===== src/rtl/conv_ctrl_pkg.sv =====
package conv_ctrl_pkg;
  localparam int REG_W      = 32;
  localparam int BIT_CONV   = 13;
  localparam int BIT_SRST   = 16;
  localparam int BIT_EN     = 17;
  localparam int BIT_DONE   = 18;
  localparam int BIT_REF    = 19;
  localparam int BIT_IE     = 21;
  localparam int CHAN_LSB   = 24;
  localparam int DIV_LSB    = 1;
  localparam logic [7:0] CTRL_OFS = 8'h00;
  localparam logic [7:0] DATA_OFS = 8'h04;

  typedef enum logic [1:0] {
    SEQ_IDLE  = 2'd0,
    SEQ_START = 2'd1,
    SEQ_WAIT  = 2'd2
  } seqState_t;

  typedef struct packed {
    logic latchResult;
    logic divEnable;
  } ctlStrobe_t;
endpackage


===== src/rtl/conv_ctrl_ctl.sv =====
module conv_ctrl_ctl
  import conv_ctrl_pkg::*;
#(
  parameter int ADDR_W = 8,
  parameter int CHAN_W = 3,
  parameter int DIV_W  = 8
) (
  input  logic              clk,
  input  logic              rstN,
  input  logic              wrEn,
  input  logic [ADDR_W-1:0] addr,
  input  logic [REG_W-1:0]  wrData,
  input  logic              convDone,
  output logic              convStart,
  output logic [CHAN_W-1:0] convChan,
  output logic              refInternal,
  output logic              irq,
  output logic [REG_W-1:0]  ctrlWord,
  output logic [DIV_W-1:0]  divVal,
  output ctlStrobe_t        strobe
);
  localparam logic [ADDR_W-1:0] CTRL_ADDR = ADDR_W'(CTRL_OFS);

  logic              enReg, ieReg, refReg, srstReg, statusReg;
  logic [CHAN_W-1:0] chanReg;
  logic [DIV_W-1:0]  divReg;
  seqState_t         state;

  logic wrCtrl, nextSrst, startReq, doneAccept, busy;

  assign wrCtrl     = wrEn && (addr == CTRL_ADDR);
  assign nextSrst   = wrCtrl ? wrData[BIT_SRST] : srstReg;
  assign startReq   = wrCtrl && wrData[BIT_CONV] && wrData[BIT_EN] &&
                      !wrData[BIT_SRST] && (state == SEQ_IDLE);
  assign doneAccept = (state == SEQ_WAIT) && convDone && !nextSrst;
  assign busy       = (state != SEQ_IDLE);

  always_ff @(posedge clk or negedge rstN) begin
    if (!rstN) begin
      enReg   <= 1'b0;
      ieReg   <= 1'b0;
      refReg  <= 1'b0;
      srstReg <= 1'b0;
      chanReg <= '0;
      divReg  <= '0;
    end else if (wrCtrl) begin
      enReg   <= wrData[BIT_EN];
      ieReg   <= wrData[BIT_IE];
      refReg  <= wrData[BIT_REF];
      srstReg <= wrData[BIT_SRST];
      chanReg <= wrData[CHAN_LSB +: CHAN_W];
      divReg  <= wrData[DIV_LSB +: DIV_W];
    end
  end

  always_ff @(posedge clk or negedge rstN) begin
    if (!rstN) begin
      state <= SEQ_IDLE;
    end else if (nextSrst) begin
      state <= SEQ_IDLE;
    end else begin
      unique case (state)
        SEQ_IDLE:  if (startReq) state <= SEQ_START;
        SEQ_START: state <= SEQ_WAIT;
        SEQ_WAIT:  if (convDone) state <= SEQ_IDLE;
        default:   state <= SEQ_IDLE;
      endcase
    end
  end

  always_ff @(posedge clk or negedge rstN) begin
    if (!rstN)                                statusReg <= 1'b0;
    else if (nextSrst)                        statusReg <= 1'b0;
    else if (doneAccept)                      statusReg <= 1'b1;
    else if (wrCtrl && wrData[BIT_DONE])      statusReg <= 1'b0;
  end

  always_comb begin
    ctrlWord                         = '0;
    ctrlWord[CHAN_LSB +: CHAN_W]     = chanReg;
    ctrlWord[BIT_IE]                 = ieReg;
    ctrlWord[BIT_REF]                = refReg;
    ctrlWord[BIT_DONE]               = statusReg;
    ctrlWord[BIT_EN]                 = enReg;
    ctrlWord[BIT_SRST]               = srstReg;
    ctrlWord[BIT_CONV]               = busy;
    ctrlWord[DIV_LSB +: DIV_W]       = divReg;
  end

  assign convStart          = (state == SEQ_START);
  assign convChan           = chanReg;
  assign refInternal        = refReg;
  assign irq                = statusReg && ieReg;
  assign divVal             = divReg;
  assign strobe.latchResult = doneAccept;
  assign strobe.divEnable   = enReg && !srstReg;

  AST_START_PULSE: assert property (@(posedge clk) disable iff (!rstN)
    convStart |=> !convStart);
  AST_START_NEEDS_EN: assert property (@(posedge clk) disable iff (!rstN)
    $rose(busy) |-> enReg);
  AST_SRST_HOLDS_IDLE: assert property (@(posedge clk) disable iff (!rstN)
    srstReg |-> (!busy && !statusReg));
  AST_DONE_SETS_FLAG: assert property (@(posedge clk) disable iff (!rstN)
    ($fell(busy) && !srstReg) |-> statusReg);
endmodule


===== src/rtl/conv_ctrl_dp.sv =====
module conv_ctrl_dp
  import conv_ctrl_pkg::*;
#(
  parameter int ADDR_W = 8,
  parameter int RES_W  = 10,
  parameter int DIV_W  = 8
) (
  input  logic              clk,
  input  logic              rstN,
  input  ctlStrobe_t        strobe,
  input  logic [DIV_W-1:0]  divVal,
  input  logic [RES_W-1:0]  convResult,
  input  logic [REG_W-1:0]  ctrlWord,
  input  logic              rdEn,
  input  logic [ADDR_W-1:0] addr,
  output logic [REG_W-1:0]  rdData,
  output logic              convClk
);
  localparam logic [ADDR_W-1:0] CTRL_ADDR = ADDR_W'(CTRL_OFS);
  localparam logic [ADDR_W-1:0] DATA_ADDR = ADDR_W'(DATA_OFS);

  logic [RES_W-1:0] resultReg;
  logic [DIV_W-1:0] divCnt;
  logic             clkReg;

  always_ff @(posedge clk or negedge rstN) begin
    if (!rstN)                   resultReg <= '0;
    else if (strobe.latchResult) resultReg <= convResult;
  end

  always_ff @(posedge clk or negedge rstN) begin
    if (!rstN) begin
      divCnt <= '0;
      clkReg <= 1'b0;
    end else if (!strobe.divEnable) begin
      divCnt <= '0;
      clkReg <= 1'b0;
    end else if (divCnt >= divVal) begin
      divCnt <= '0;
      clkReg <= ~clkReg;
    end else begin
      divCnt <= divCnt + 1'b1;
    end
  end

  assign convClk = clkReg;

  always_comb begin
    rdData = '0;
    if (rdEn) begin
      if (addr == CTRL_ADDR)      rdData = ctrlWord;
      else if (addr == DATA_ADDR) rdData = REG_W'(resultReg);
    end
  end

  AST_RESULT_HOLD: assert property (@(posedge clk) disable iff (!rstN)
    !strobe.latchResult |=> $stable(resultReg));
  AST_CLK_QUIET: assert property (@(posedge clk) disable iff (!rstN)
    !strobe.divEnable |=> !convClk);
endmodule


===== src/rtl/conv_ctrl_top.sv =====
module conv_ctrl_top
  import conv_ctrl_pkg::*;
#(
  parameter int ADDR_W = 8,
  parameter int CHAN_W = 3,
  parameter int RES_W  = 10,
  parameter int DIV_W  = 8
) (
  input  logic              clk,
  input  logic              rstN,
  input  logic              wrEn,
  input  logic              rdEn,
  input  logic [ADDR_W-1:0] addr,
  input  logic [REG_W-1:0]  wrData,
  output logic [REG_W-1:0]  rdData,
  output logic              convStart,
  output logic [CHAN_W-1:0] convChan,
  input  logic              convDone,
  input  logic [RES_W-1:0]  convResult,
  output logic              convClk,
  output logic              refInternal,
  output logic              irq
);
  logic [REG_W-1:0] ctrlWord;
  logic [DIV_W-1:0] divVal;
  ctlStrobe_t       strobe;

  conv_ctrl_ctl #(.ADDR_W(ADDR_W), .CHAN_W(CHAN_W), .DIV_W(DIV_W)) u_ctl (
    .clk(clk), .rstN(rstN), .wrEn(wrEn), .addr(addr), .wrData(wrData),
    .convDone(convDone), .convStart(convStart), .convChan(convChan),
    .refInternal(refInternal), .irq(irq), .ctrlWord(ctrlWord),
    .divVal(divVal), .strobe(strobe)
  );

  conv_ctrl_dp #(.ADDR_W(ADDR_W), .RES_W(RES_W), .DIV_W(DIV_W)) u_dp (
    .clk(clk), .rstN(rstN), .strobe(strobe), .divVal(divVal),
    .convResult(convResult), .ctrlWord(ctrlWord), .rdEn(rdEn), .addr(addr),
    .rdData(rdData), .convClk(convClk)
  );
endmodule


===== config.mk =====
export PLATFORM = sky130hd
export DESIGN_NAME = conv_ctrl_top
export DESIGN_NICKNAME = d
export VERILOG_FILES = /design/src/rtl/conv_ctrl_pkg.sv /design/src/rtl/conv_ctrl_ctl.sv /design/src/rtl/conv_ctrl_dp.sv /design/src/rtl/conv_ctrl_top.sv
export SDC_FILE = /design/constraint.sdc
export NUM_CORES = 1
export LEC_CHECK = 0
export BUFFER_PORTS_ARGS = -buffer_cell sky130_fd_sc_hd__buf_4
export CORE_ASPECT_RATIO = 0.9
export CORE_MARGIN = 5
export CORE_UTILIZATION = 50
export DETAILED_ROUTE_END_ITERATION = 12
export PLACE_DENSITY = 0.85
export SYNTH_ARGS = -nofsm -noshare
export SYNTH_HDL_FRONTEND = slang
export SYNTH_SLANG_ARGS = --single-unit
export TNS_END_PERCENT = 1

===== constraint.sdc =====
create_clock -name clk -period 5.1 [get_ports clk]
set_input_delay 0.51 -clock clk [delete_from_list [all_inputs] [get_ports clk]]
set_output_delay 0.51 -clock clk [all_outputs]
set_load 0.02 [all_outputs]

# Word level (Yosys, flattened, before mapping)
# Cells that the tools add are included.
dict set report word_totals {
  register_bits 37
  latchBits 0
  ram_bits 0
  romBits 0
  in_bits 55
  out_inout_bits 39
  elab_cells 53
  n_memories 0
}
dict set report classes {
  add_sub_neg 1
  mul 0
  div_mod_pow 0
  order_cmp 1
  n_eq_ne 6
  n_shift 0
  n_mux 15
  n_bitwise 1
  reduce_logical 18
}
# operator count
set op_table {}
lappend op_table {{two-way mux 32 bit} 2}
lappend op_table {{two-way mux 8 bit} 2}
lappend op_table {{logical AND 1 bit} 10}
lappend op_table {{two-way mux 10 bit} 1}
lappend op_table {{adder 8 x 1 -> 8 bit, second input constant} 1}
lappend op_table {{equality test 8 x 3 -> 1 bit, second input constant} 1}
lappend op_table {{greater-or-equal comparator 8 bit} 1}
lappend op_table {{logical NOT 8 bit} 1}
lappend op_table {{two-way mux 1 bit} 6}
lappend op_table {{two-way mux 2 bit} 3}
lappend op_table {{case mux 2 bit (3 select lines)} 1}
lappend op_table {{logical NOT 1 bit} 3}
lappend op_table {{inequality test 3 x 1 -> 1 bit, second input constant} 1}
lappend op_table {{inequality test 3 x 2 -> 1 bit, second input constant} 1}
lappend op_table {{nonzero test 3 bit} 1}
lappend op_table {{equality test 2 x 1 -> 1 bit, second input constant} 1}
lappend op_table {{equality test 2 bit, second input constant} 1}
lappend op_table {{logical NOT 2 bit} 1}
lappend op_table {{inequality test 2 bit, second input constant} 1}
lappend op_table {{AND reduction 2 bit} 1}
lappend op_table {{nonzero test 2 bit} 1}
lappend op_table {{inverter 1 bit} 1}

# Logic depth before layout (Yosys ltp)
# Gate-level depths: netlist of run 1.
dict set report logic_depth {
  ltp_word 9
  mapped_depth 7
  depth_no_buf 7
}

# Hierarchy
# A second synthesis of run 1 with hierarchy kept.
dict set report hier_totals {
  cells_unflattened 218
  hier_area_um2 2343.5
}
# mod instances cells_per_inst area_each_um2 seq_area_each_um2
set modules_own_cells {}
lappend modules_own_cells {conv_ctrl_dp 1 127 1258.7 475.5}
lappend modules_own_cells {conv_ctrl_ctl 1 91 1084.8 450.4}

# Worst setup path before layout of run 1
# Ideal clock, no wire load.
dict set report synth_timing {
  kind {input-to-output}
  startpoint {in addr[1]}
  endpoint {out rdData[7]}
  arrival_ps 1788
  required_ps 4590
  setup_slack_ps 2802
  stages 6
  path_buffers 1
  path_cell_list {nor3_1 and2_1 nand2_1 nor2_2 clkbuf_1 a22o_1}
}
dict set report synth_via {
  elab_chain_cells 4
  elab_cells_between_ends 5
  cone_classes {eq/ne (1); mux (3); reduce/logical (1)}
}
# item line_no
set synth_lines {}
lappend synth_lines {{start: declaration} conv_ctrl_top.sv:13} ;# input logic [ADDR_W-1:0] addr,
lappend synth_lines {{equality test 8 x 3 -> 1 bit} conv_ctrl_dp.sv:52} ;# else if (addr == DATA_ADDR) rdData = REG_W'(resultReg);
lappend synth_lines {{two-way mux 10 bit} conv_ctrl_dp.sv:52}
lappend synth_lines {{two-way mux 32 bit (*)} conv_ctrl_dp.sv:51} ;# if (addr == CTRL_ADDR) rdData = ctrlWord;
lappend synth_lines {{two-way mux 32 bit (*)} conv_ctrl_dp.sv:50} ;# if (rdEn) begin
lappend synth_lines {{end: declaration} conv_ctrl_top.sv:15} ;# output logic [REG_W-1:0] rdData,
# Every way passes the cells marked *; elsewhere a longest branch is shown, timed or not.

# Final worst setup path of run 1
dict set report layout_timing {
  startpoint {in addr[1]}
  endpoint {out rdData[2]}
}
# Same word-level chain as after synthesis.

==> metrics.md, run 1 <==
| Metric | Value |
|---|---|
| Status | `completed` |
| Fraction of layout cells with a size suffix above 1 | `0.417` |
| Max Freq | `374 MHz` |
| Rel. slew slack | `0.555` |
| PortBufs | `65` |
| Vias in the first global route | `1548` |
| Ys flop type | `dfrtp_1` |
| Most frequent cells in the layout | `65 x buf_4, 37 x dfrtp_1, 25 x mux2_2` |
| Ys Warns | `0` |
| First-pass GRT wire length | `6980 um` |
| Critical path arrival | `2.16 ns` |
| # setup viols final | `0` |
| Setup WS post-layout | `2.43 ns` |
| FILL cells | `303` |
| Fin. Hold Viols | `0` |
| Root Driver | `clkbuf_8` |
| Slew Limit Fails | `0` |
| Internal | `429 uW` |
| Synthesized instance count | `174` |
| Final ANT Viol Nets | `0` |
| Initial Util | `0.525` |
| GPL Wtd Cong | `0.780` |
| # hold bufs at CTS | `0` |
| WS Path Type | `in -> out` |
| CP required | `4.59 ns` |
| Sw Share | `0.236` |
| Lkg Pwr | `0.00135 uW` |
| NumNets Final | `303` |
| Antenna violations before repair | `0` |
| Flop pwr share | `0.544` |
| Most common cell after layout, fill and taps aside | `buf_4` |
| P_sw | `133 uW` |
| Grt ovf | `0` |
| Area growth, synth to finish | `27.1%` |
| Rows | `21` |
| WL/cell | `14.4 um` |
| Synthesized area per cell | `11.4 um2` |
| Clk_skew | `0.00559 ns` |
| Yosys reg bits | `37` |
| Worst VDD drop | `0.162 mV` |
| Startpoint types | `input port` |
| CTS buffer count | `5` |
| Setup TNS | `0 ns` |
| Register area share after synthesis | `0.466` |
| Yosys cell types | `33` |
| Crit Path Max Fanout | `16` |
| Worst-Margin Slew | `0.662 ns` |
| HPWL Detailed | `3200 um` |
| Combinational fraction of design power | `0.112` |
| Max-cap viol count | `0` |
| Clock Pin Slew Worst Setup and Hold Paths | `0.07 ns` |
| Dpl ws | `2.42 ns` |
| # IOs | `94` |
| TritonCTS clock tree | `built` |
| Number of synthesized flops with an enable pin | `0` |
| Mapped Area | `0.00199 mm2` |
| Die Area | `0.00534 mm2` |
| Detailed Route Iter0 Violations | `43` |
| Setup Buffers After CTS | `0` |
| # resized after CTS | `0` |
| Final min period | `2.67 ns` |
| Pre-antenna DRT Iters | `4` |
| Vias | `1463` |
| Vias/cell | `5.12` |
| Sinks on Clock Net | `37` |
| Asr flop ratio synth | `1.00` |
| Total track usage | `0.164` |
| Final period utilization | `0.524` |
| Pin count of the biggest net entering global routing | `38` |
| Total power | `562 uW` |
| Core box area | `0.00378 mm2` |
| # H-tree levels | `2` |
| Total Routed Length | `4110 um` |
| Clock buffer depth | `2` |
| Clock network fraction of design power | `0.345` |
| Die width | `76.5 um` |
| DRC viols | `0` |
| Worst skew pair latency | `0.29 ns` |
| Diodes inserted | `0` |
| Die Span Y | `69.8 um` |
| Hold Crit Class | `in -> async` |
| Power per cell area | `222 mW/mm2` |
| Crit. End Element | `output port` |
| Unrepaired setup endpoints after global routing | `no` |
==> final timing paths <==
kind	startpoint	slack [ns]	cells past startpoint	end
max	addr[1]	2.43	7	rdData[2]
min	rstN	0.17	1	u_dp.resultReg[6]$_DFFE_PN0P_
max reg2reg	u_dp.divCnt[0]$_DFF_PN0_	3.00	7	u_dp.convClk$_DFFE_PN0P_
min reg2reg	u_dp.resultReg[0]$_DFFE_PN0P_	0.50	1	u_dp.resultReg[0]$_DFFE_PN0P_
max in group asynchronous	rstN	4.60	1	u_ctl.divVal[6]$_DFFE_PN0N_
min in group clk	wrData[16]	0.40	2	u_ctl.state[0]$_DFFE_PN0P_
==> sequential cells by signal, summed over array words and instances, names as in the netlist <==
register	count
u_ctl.ieReg	1
u_ctl.state	2
u_ctl.divVal	8
u_dp.resultReg	10
u_dp.convClk	1
u_ctl.statusReg	1
u_ctl.srstReg	1
u_ctl.refInternal	1
u_dp.divCnt	8
u_ctl.convChan	3
u_ctl.enReg	1
==> power groups by stage <==
stage | registers (uW) | logic [uW] | clock network (uW)
CTS | 306 | 63.8 | 200
floorplan | 311 | 35.7 | 0
finish | 306 | 62.7 | 194
detailed placement | 312 | 63.5 | 0
global route | 306 | 69.7 | 214
global placement | 311 | 62.2 | 0
==> synth_stat cells (2+ instances only) <==
cell	number	area share
and2_1	12	0.038
and3_1	3	0.0094
inv_1	10	0.019
clkbuf_1	2	0.0038
nor2b_1	2	0.0063
mux2_2	25	0.14
nand3_1	6	0.015
nor2_1	14	0.026
ha_1	9	0.057
a22o_1	9	0.040
buf_4	16	0.060
xor2_1	5	0.022
o211ai_1	2	0.0075
nor3_1	3	0.0075
dfrtp_1	37	0.47
a21oi_1	2	0.0050
==> layer usage <==
layer  vias up  share of wire  wire length, um  track usage
met2        58           0.48             1960        0.279
li1        700              -                -            -
met4         0          0.013               53       0.0699
met5         -              0                0            0
met3         8           0.11              448       0.0701
met1       697           0.40             1640        0.177
==> per-stage QoR <==
| step | std cells | cell area [um2] | hold slack [ns] | util |
|---|---|---|---|---|
| after floorplan | 186 | 2030 | 0.214 | - |
| after global placement | 278 | 2450 | 0.480 | 0.647 |
| after detailed placement | 278 | 2450 | 0.487 | 0.647 |
| after CTS | 286 | 2530 | 0.186 | 0.668 |
| after global routing | 286 | 2530 | 0.208 | 0.668 |
| final | 286 | 2530 | 0.172 | 0.668 |
==> cell families after synthesis <==
| kind of cell | share of synthesized area |
|---|---|
| xor gates and xnor gates | 0.0264 |
| DFF | 0.466 |
| adders and majority gates | 0.0566 |
| buffers and inverters | 0.0850 |
| other | 0.00189 |
| muxes | 0.149 |
| and+or+nand+nor | 0.150 |
| AOI/OAI and AO/OA | 0.0655 |
==> critical path: stages <==
cell and delay (ns):
buf_4 0.11, nor3_1 0.37, and2_1 0.21, nand2_1 0.08
nor2_2 0.47, a22o_1 0.26, buf_4 0.14
==> layout make-up <==
type                            instances  area (um2)  share of cell area
Multi-Input combinational cell        120         938               0.371
Sequential cell                        37         926               0.366
Timing Repair Buffer                   65         488               0.193
Clock buffer                            8        80.1              0.0317
Tap cell                               46        57.6              0.0228
Inverter                               10        37.5              0.0149
No activity file was read; power rests on OpenSTA's default activity.
==> run 2, diff against run 1 <==
Settings changed: CORE_UTILIZATION 50 to 42, PLACE_DENSITY 0.85 to 0.76.
Clock period 5.1 ns to 2.45 ns, I/O delays scaled along.
==> run 2 against run 1 <==
  * Die area rose by 16%
  * Combinational power is 110% higher
  * Clock skew decreased by 0.00085 ns
  * Clock-buffer cell count fell by 1
  * Wire length rose by 3.6%
  * Via count grew 0.27%
  * Design area grew 2.6%
  * Final cell count rose by 6.6%
  * Sequential share of layout area decreased by 0.94 points
  * Global-route usage is 0.84 points lower
  * Non-clock buffer count is 3 higher
  * Sequential power increased by 110%
  * Critical endpoint is now u_dp.convClk$_DFFE_PN0P_
  * Highest routed layer unchanged
==> metrics.md, run 2 (synthesis results as in run 1) <==
| Metric | Value |
|---|---|
| Status | `completed` |
| Pre-antenna DRT Iters | `4` |
| Worst-Margin Slew | `0.615 ns` |
| Die Area | `0.00621 mm2` |
| Max reg flops | `10` |
| Rel. slew slack | `0.587` |
| Setup TNS | `0 ns` |
| Core box area | `0.00452 mm2` |
| HPWL Detailed | `3240 um` |
| Detailed Route Iter0 Violations | `43` |
| Sinks on Clock Net | `37` |
| Fin. Hold Viols | `0` |
| Clk_skew | `0.00474 ns` |
| GPL Wtd Cong | `0.758` |
| Vias/cell | `4.81` |
| Vias in the first global route | `1476` |
| Dpl ws | `0.408 ns` |
| # setup viols final | `0` |
| Die Span Y | `75.3 um` |
| Crit. End Element | `flip-flop` |
| Initial Util | `0.440` |
| Lkg Pwr | `0.00138 uW` |
| Antenna violations before repair | `0` |
| WL/cell | `13.9 um` |
| Power per cell area | `478 mW/mm2` |
| FF-to-FF path depth | `7` |
| Hold Crit Class | `in -> reg` |
| Area growth, synth to finish | `30.5%` |
| Total Routed Length | `4250 um` |
| First-pass GRT wire length | `7090 um` |
| Hold endpoint | `u_ctl.state[0]$_DFFE_PN0P_` |
| Final min period | `2.07 ns` |
| Reg2Reg Capture Point | `u_dp.convClk$_DFFE_PN0P_` |
| Crit Path Max Fanout | `9` |
| Pin count of the biggest net entering global routing | `38` |
| Critical path arrival | `2.24 ns` |
| Root Driver | `clkbuf_8` |
| Die width | `82.5 um` |
| Hold depth | `2` |
| Diodes inserted | `0` |
| Hold Crit Start | `wrData[16]` |
| Max-cap viol count | `0` |
| # IOs | `94` |
| Setup WS post-layout | `0.384 ns` |
| Startpoint types | `flip-flop` |
| Worst r2r src | `u_ctl.divVal[3]$_DFFE_PN0N_` |
| Clock buffer depth | `2` |
| PortBufs | `65` |
| CTS buffer count | `5` |
| FILL cells | `390` |
| Fraction of layout cells with a size suffix above 1 | `0.432` |
| Most frequent cells in the layout | `67 x buf_4, 37 x dfrtp_1, 25 x mux2_2` |
| Clock Pin Slew Worst Setup and Hold Paths | `0.07 ns` |
| Grt ovf | `0` |
| Final period utilization | `0.843` |
| # H-tree levels | `2` |
| R2R setup slack | `0.38 ns` |
| Final ANT Viol Nets | `0` |
| Unrepaired setup endpoints after global routing | `no` |
| WS Path Type | `reg -> reg` |
| Worst VDD drop | `0.391 mV` |
| DRC viols | `0` |
| Rows | `23` |
| Total power | `1240 uW` |
| TritonCTS clock tree | `built` |
| Most common cell after layout, fill and taps aside | `buf_4` |
| Max Freq | `484 MHz` |
| Vias | `1467` |
| Largest register by flop count | `u_dp.resultReg` |
| NumNets Final | `306` |
| CP required | `2.63 ns` |
| Slew Limit Fails | `0` |
| Total track usage | `0.156` |
| Worst skew pair latency | `0.29 ns` |
==> run 2: cell count changes in the layout (fill, tap and decap cells not counted) <==
| cell | before | now |
|---|---|---|
| clkbuf_1 | 3 | 0 |
| buf_4 | 65 | 67 |
| clkbuf_8 | 5 | 7 |
| clkinv_2 | 0 | 1 |
| dlygate4sd3_1 | 0 | 1 |
==> run 2: area by class of cell <==
| class | count | area, um2 | share of cell area |
|---|---|---|---|
| multi-input combinational | 120 | 938 | 0.362 |
| sequential | 37 | 926 | 0.357 |
| timing repair buffer | 68 | 513 | 0.198 |
| clock buffer | 7 | 96.3 | 0.0371 |
| tap | 62 | 77.6 | 0.0299 |
| inverter | 10 | 37.5 | 0.0145 |
| clock inverter | 1 | 5.00 | 0.00193 |
==> run 2: per-stage QoR <==
step	utilization	instance area (um2)	instances	hold slack [ns]
after global placement	0.549	2480	296	0.237
after CTS	0.574	2590	305	0.136
after floorplan	-	2030	186	-0.0506
after detailed placement	0.549	2480	296	0.237
final	0.574	2590	305	0.139
after global routing	0.574	2590	305	0.128
==> run 2: worst max-delay path, stage by stage, from the launching register on <==
cell,delay [ns]
dfrtp_1,0.39
inv_1,0.06
ha_1,0.29
o211ai_1,0.08
a21oi_1,0.15
nor4_1,0.07
o21ai_1,0.49
mux2_2,0.40
==> run 2: worst max-delay path by stage <==
stage	startpoint	to	slack (ns)	cells after the start
detailed placement	u_dp.divCnt[0]$_DFF_PN0_	u_dp.convClk$_DFFE_PN0P_	0.41	7
global route	u_ctl.divVal[3]$_DFFE_PN0N_	u_dp.convClk$_DFFE_PN0P_	0.13	7
global placement	u_ctl.divVal[3]$_DFFE_PN0N_	u_dp.convClk$_DFFE_PN0P_	0.38	7
CTS	u_dp.divCnt[0]$_DFF_PN0_	u_dp.convClk$_DFFE_PN0P_	0.38	7
floorplan	u_dp.divCnt[3]$_DFF_PN0_	u_dp.convClk$_DFFE_PN0P_	0.66	6
finish	u_ctl.divVal[3]$_DFFE_PN0N_	u_dp.convClk$_DFFE_PN0P_	0.38	7
==> run 2: where the power goes <==
group / total, uW / internal, uW / switching [uW]
logic: 133 / 67.6 / 65.5
clock network: 471 / 254 / 217
registers: 636 / 625 / 10.7
total: 1240 / 947 / 294
==> run 2: repair_timing <==
action | CTS | global route
buffers inserted | 0 | 0
resized for setup | 0 | 0
hold buffers | 1 | 0
hold endpoints to repair | 37 | 0
==> run 2: layer usage <==
layer | GRT usage | wire [um]
met1 | 0.187 | 1780
met5 | 0 | 0
met4 | 0.0544 | 59
met3 | 0.0718 | 487
met2 | 0.247 | 1930
==> run 3, diff against run 2 <==
Clock period 2.45 ns to 1.85 ns, I/O delays scaled along.
==> run 3 against run 2 <==
  * Setup slack worse by 0.28 ns
  * Via count shrank 0.27%
  * Hold slack worse by 0.054 ns
  * Wire length rose by 3.6%
  * Utilization rose by 2.0 points
  * Sequential cell count did not move
  * Critical path depth unchanged
  * Die area unchanged
  * Sequential share of layout area decreased by 1.2 points
  * Critical path type unchanged
==> metrics.md, run 3 (synthesis results as in run 1) <==
| Metric | Value |
|---|---|
| Die Span Y | `75.3 um` |
| Die Area | `0.00621 mm2` |
| FILL cells | `382` |
| First-pass GRT wire length | `7090 um` |
| Clk_skew | `0.00792 ns` |
| # IOs | `94` |
| GPL Wtd Cong | `0.731` |
| Internal | `1360 uW` |
| Startpoint types | `flip-flop` |
| Crit Path Max Fanout | `3` |
| Total Routed Length | `4410 um` |
| NumNets Final | `311` |
| Core box area | `0.00452 mm2` |
| FF-to-FF path depth | `7` |
| WS Path Type | `reg -> reg` |
| Die width | `82.5 um` |
| Root Driver | `clkbuf_8` |
| Total power | `1740 uW` |
| Combinational fraction of design power | `0.109` |
| Clock Pin Slew Worst Setup and Hold Paths | `0.07 ns` |
| Unrepaired setup endpoints after global routing | `no` |
| Max-cap viol count | `0` |
| Max reg flops | `10` |
| Final ANT Viol Nets | `0` |
| Pin count of the biggest net entering global routing | `38` |
| P_sw | `381 uW` |
| Clock buffer depth | `2` |
| R2R setup slack | `0.10 ns` |
| Vias | `1463` |
| # H-tree levels | `2` |
| HPWL Detailed | `3280 um` |
| Hold Crit Start | `wrData[16]` |
| Hold Crit Class | `in -> reg` |
| WL/cell | `14.2 um` |
| Area growth, synth to finish | `35.1%` |
| Most frequent cells in the layout | `71 x buf_4, 37 x dfrtp_1, 25 x mux2_2` |
| Largest register by flop count | `u_dp.resultReg` |
| Pre-antenna DRT Iters | `4` |
| Vias/cell | `4.72` |
| Grt ovf | `0` |
| Reg2Reg Capture Point | `u_dp.convClk$_DFFE_PN0P_` |
| Total track usage | `0.153` |
| DRC viols | `0` |
| # setup viols final | `0` |
| Antenna violations before repair | `0` |
| Flop pwr share | `0.483` |
| Most common cell after layout, fill and taps aside | `buf_4` |
| Sw Share | `0.218` |
| Initial Util | `0.440` |
| Critical path arrival | `1.92 ns` |
| Diodes inserted | `0` |
| Power per cell area | `649 mW/mm2` |
| CTS buffer count | `5` |
| Final min period | `1.75 ns` |
| Fin. Hold Viols | `0` |
| Lkg Pwr | `0.00142 uW` |
| Crit. End Element | `flip-flop` |
| Fraction of layout cells with a size suffix above 1 | `0.456` |
| Status | `completed` |
| Clock network fraction of design power | `0.408` |
| Rows | `23` |
| PortBufs | `65` |
| Worst r2r src | `u_ctl.divVal[3]$_DFFE_PN0N_` |
| Worst skew pair latency | `0.29 ns` |
| CP required | `2.02 ns` |
| Final period utilization | `0.943` |
| Hold endpoint | `u_ctl.state[0]$_DFFE_PN0P_` |
| Max Freq | `573 MHz` |
| Slew Limit Fails | `0` |
| TritonCTS clock tree | `built` |
| Sinks on Clock Net | `37` |
| Setup TNS | `0 ns` |
| Worst VDD drop | `0.390 mV` |
| Hold depth | `2` |
| Vias in the first global route | `1550` |
| Detailed Route Iter0 Violations | `83` |
[run 3: cell types whose count changed in the layout (fill, tap and decap cells not counted), sizes merged]
cell,change
buf,+5
bufinv,+1
clkinv,-1
[run 3: power by group through the flow]
| stage | Sequential (uW) | Clock (uW) | Combinational [uW] |
|---|---|---|---|
| 2_1_floorplan | 856 | 0 | 98.5 |
| 3_3_place_gp | 857 | 0 | 175 |
| 3_5_place_dp | 858 | 0 | 179 |
| 4_1_cts | 842 | 735 | 182 |
| 5_1_grt | 844 | 777 | 210 |
| 6_report | 842 | 711 | 189 |
[run 3: worst max path at each step]
stage,cells past startpoint,end,slack (ns),startpoint
finish,7,u_dp.convClk$_DFFE_PN0P_,0.10,u_ctl.divVal[3]$_DFFE_PN0N_
global route,7,u_dp.divCnt[5]$_DFF_PN0_,0.0003,u_ctl.divVal[3]$_DFFE_PN0N_
CTS,7,u_dp.convClk$_DFFE_PN0P_,0.04,u_ctl.divVal[3]$_DFFE_PN0N_
detailed placement,8,rdData[8],0.1,addr[1]
global placement,8,rdData[4],0.13,addr[1]
floorplan,6,u_dp.convClk$_DFFE_PN0P_,0.06,u_dp.divCnt[3]$_DFF_PN0_
[run 3: through the flow]
step	std cells	hold slack (ns)	instance area, um2	setup slack [ns]	utilization
detailed placement	300	0.180	2520	0.0956	0.559
CTS	309	0.0759	2650	0.0434	0.587
global placement	300	0.176	2520	0.127	0.559
finish	310	0.0853	2690	0.105	0.595
floorplan	186	-0.111	2030	0.0566	-
global route	310	0.0722	2690	0.000320	0.595
[run 3: routing by layer]
layer	up-vias	track usage	part of all wire
li1	717	-	-
met3	7	0.0502	0.11
met1	682	0.171	0.39
met5	-	0	0
met2	57	0.271	0.49
met4	0	0.0599	0.017
[run 3: cell type report]
| class | count | area (um2) | share of cell area |
|---|---|---|---|
| well taps | 62 | 77.6 | 0.0289 |
| inverters | 10 | 37.5 | 0.0140 |
| clock inverters | 1 | 30.0 | 0.0112 |
| flip-flops and latches | 37 | 926 | 0.345 |
| multi-input cells | 120 | 966 | 0.360 |
| clock buffers | 7 | 86.3 | 0.0321 |
| repair buffers | 73 | 563 | 0.210 |
[run 3: worst max-delay path: stages (launching register included)]
cell and delay [ns]:
dfrtp_1 0.40, inv_1 0.07, ha_1 0.31, o211ai_1 0.12, a21oi_2 0.19, nor4_4 0.05
o21ai_2 0.15, mux2_2 0.35
[run 3: what timing repair did]
action                                 4_1_cts  5_1_grt
gates resized for setup                      0        5
hold buffers                                 1        0
endpoints found under the hold margin       37        0
setup endpoints to repair                    0       13
buffers inserted                             0        1
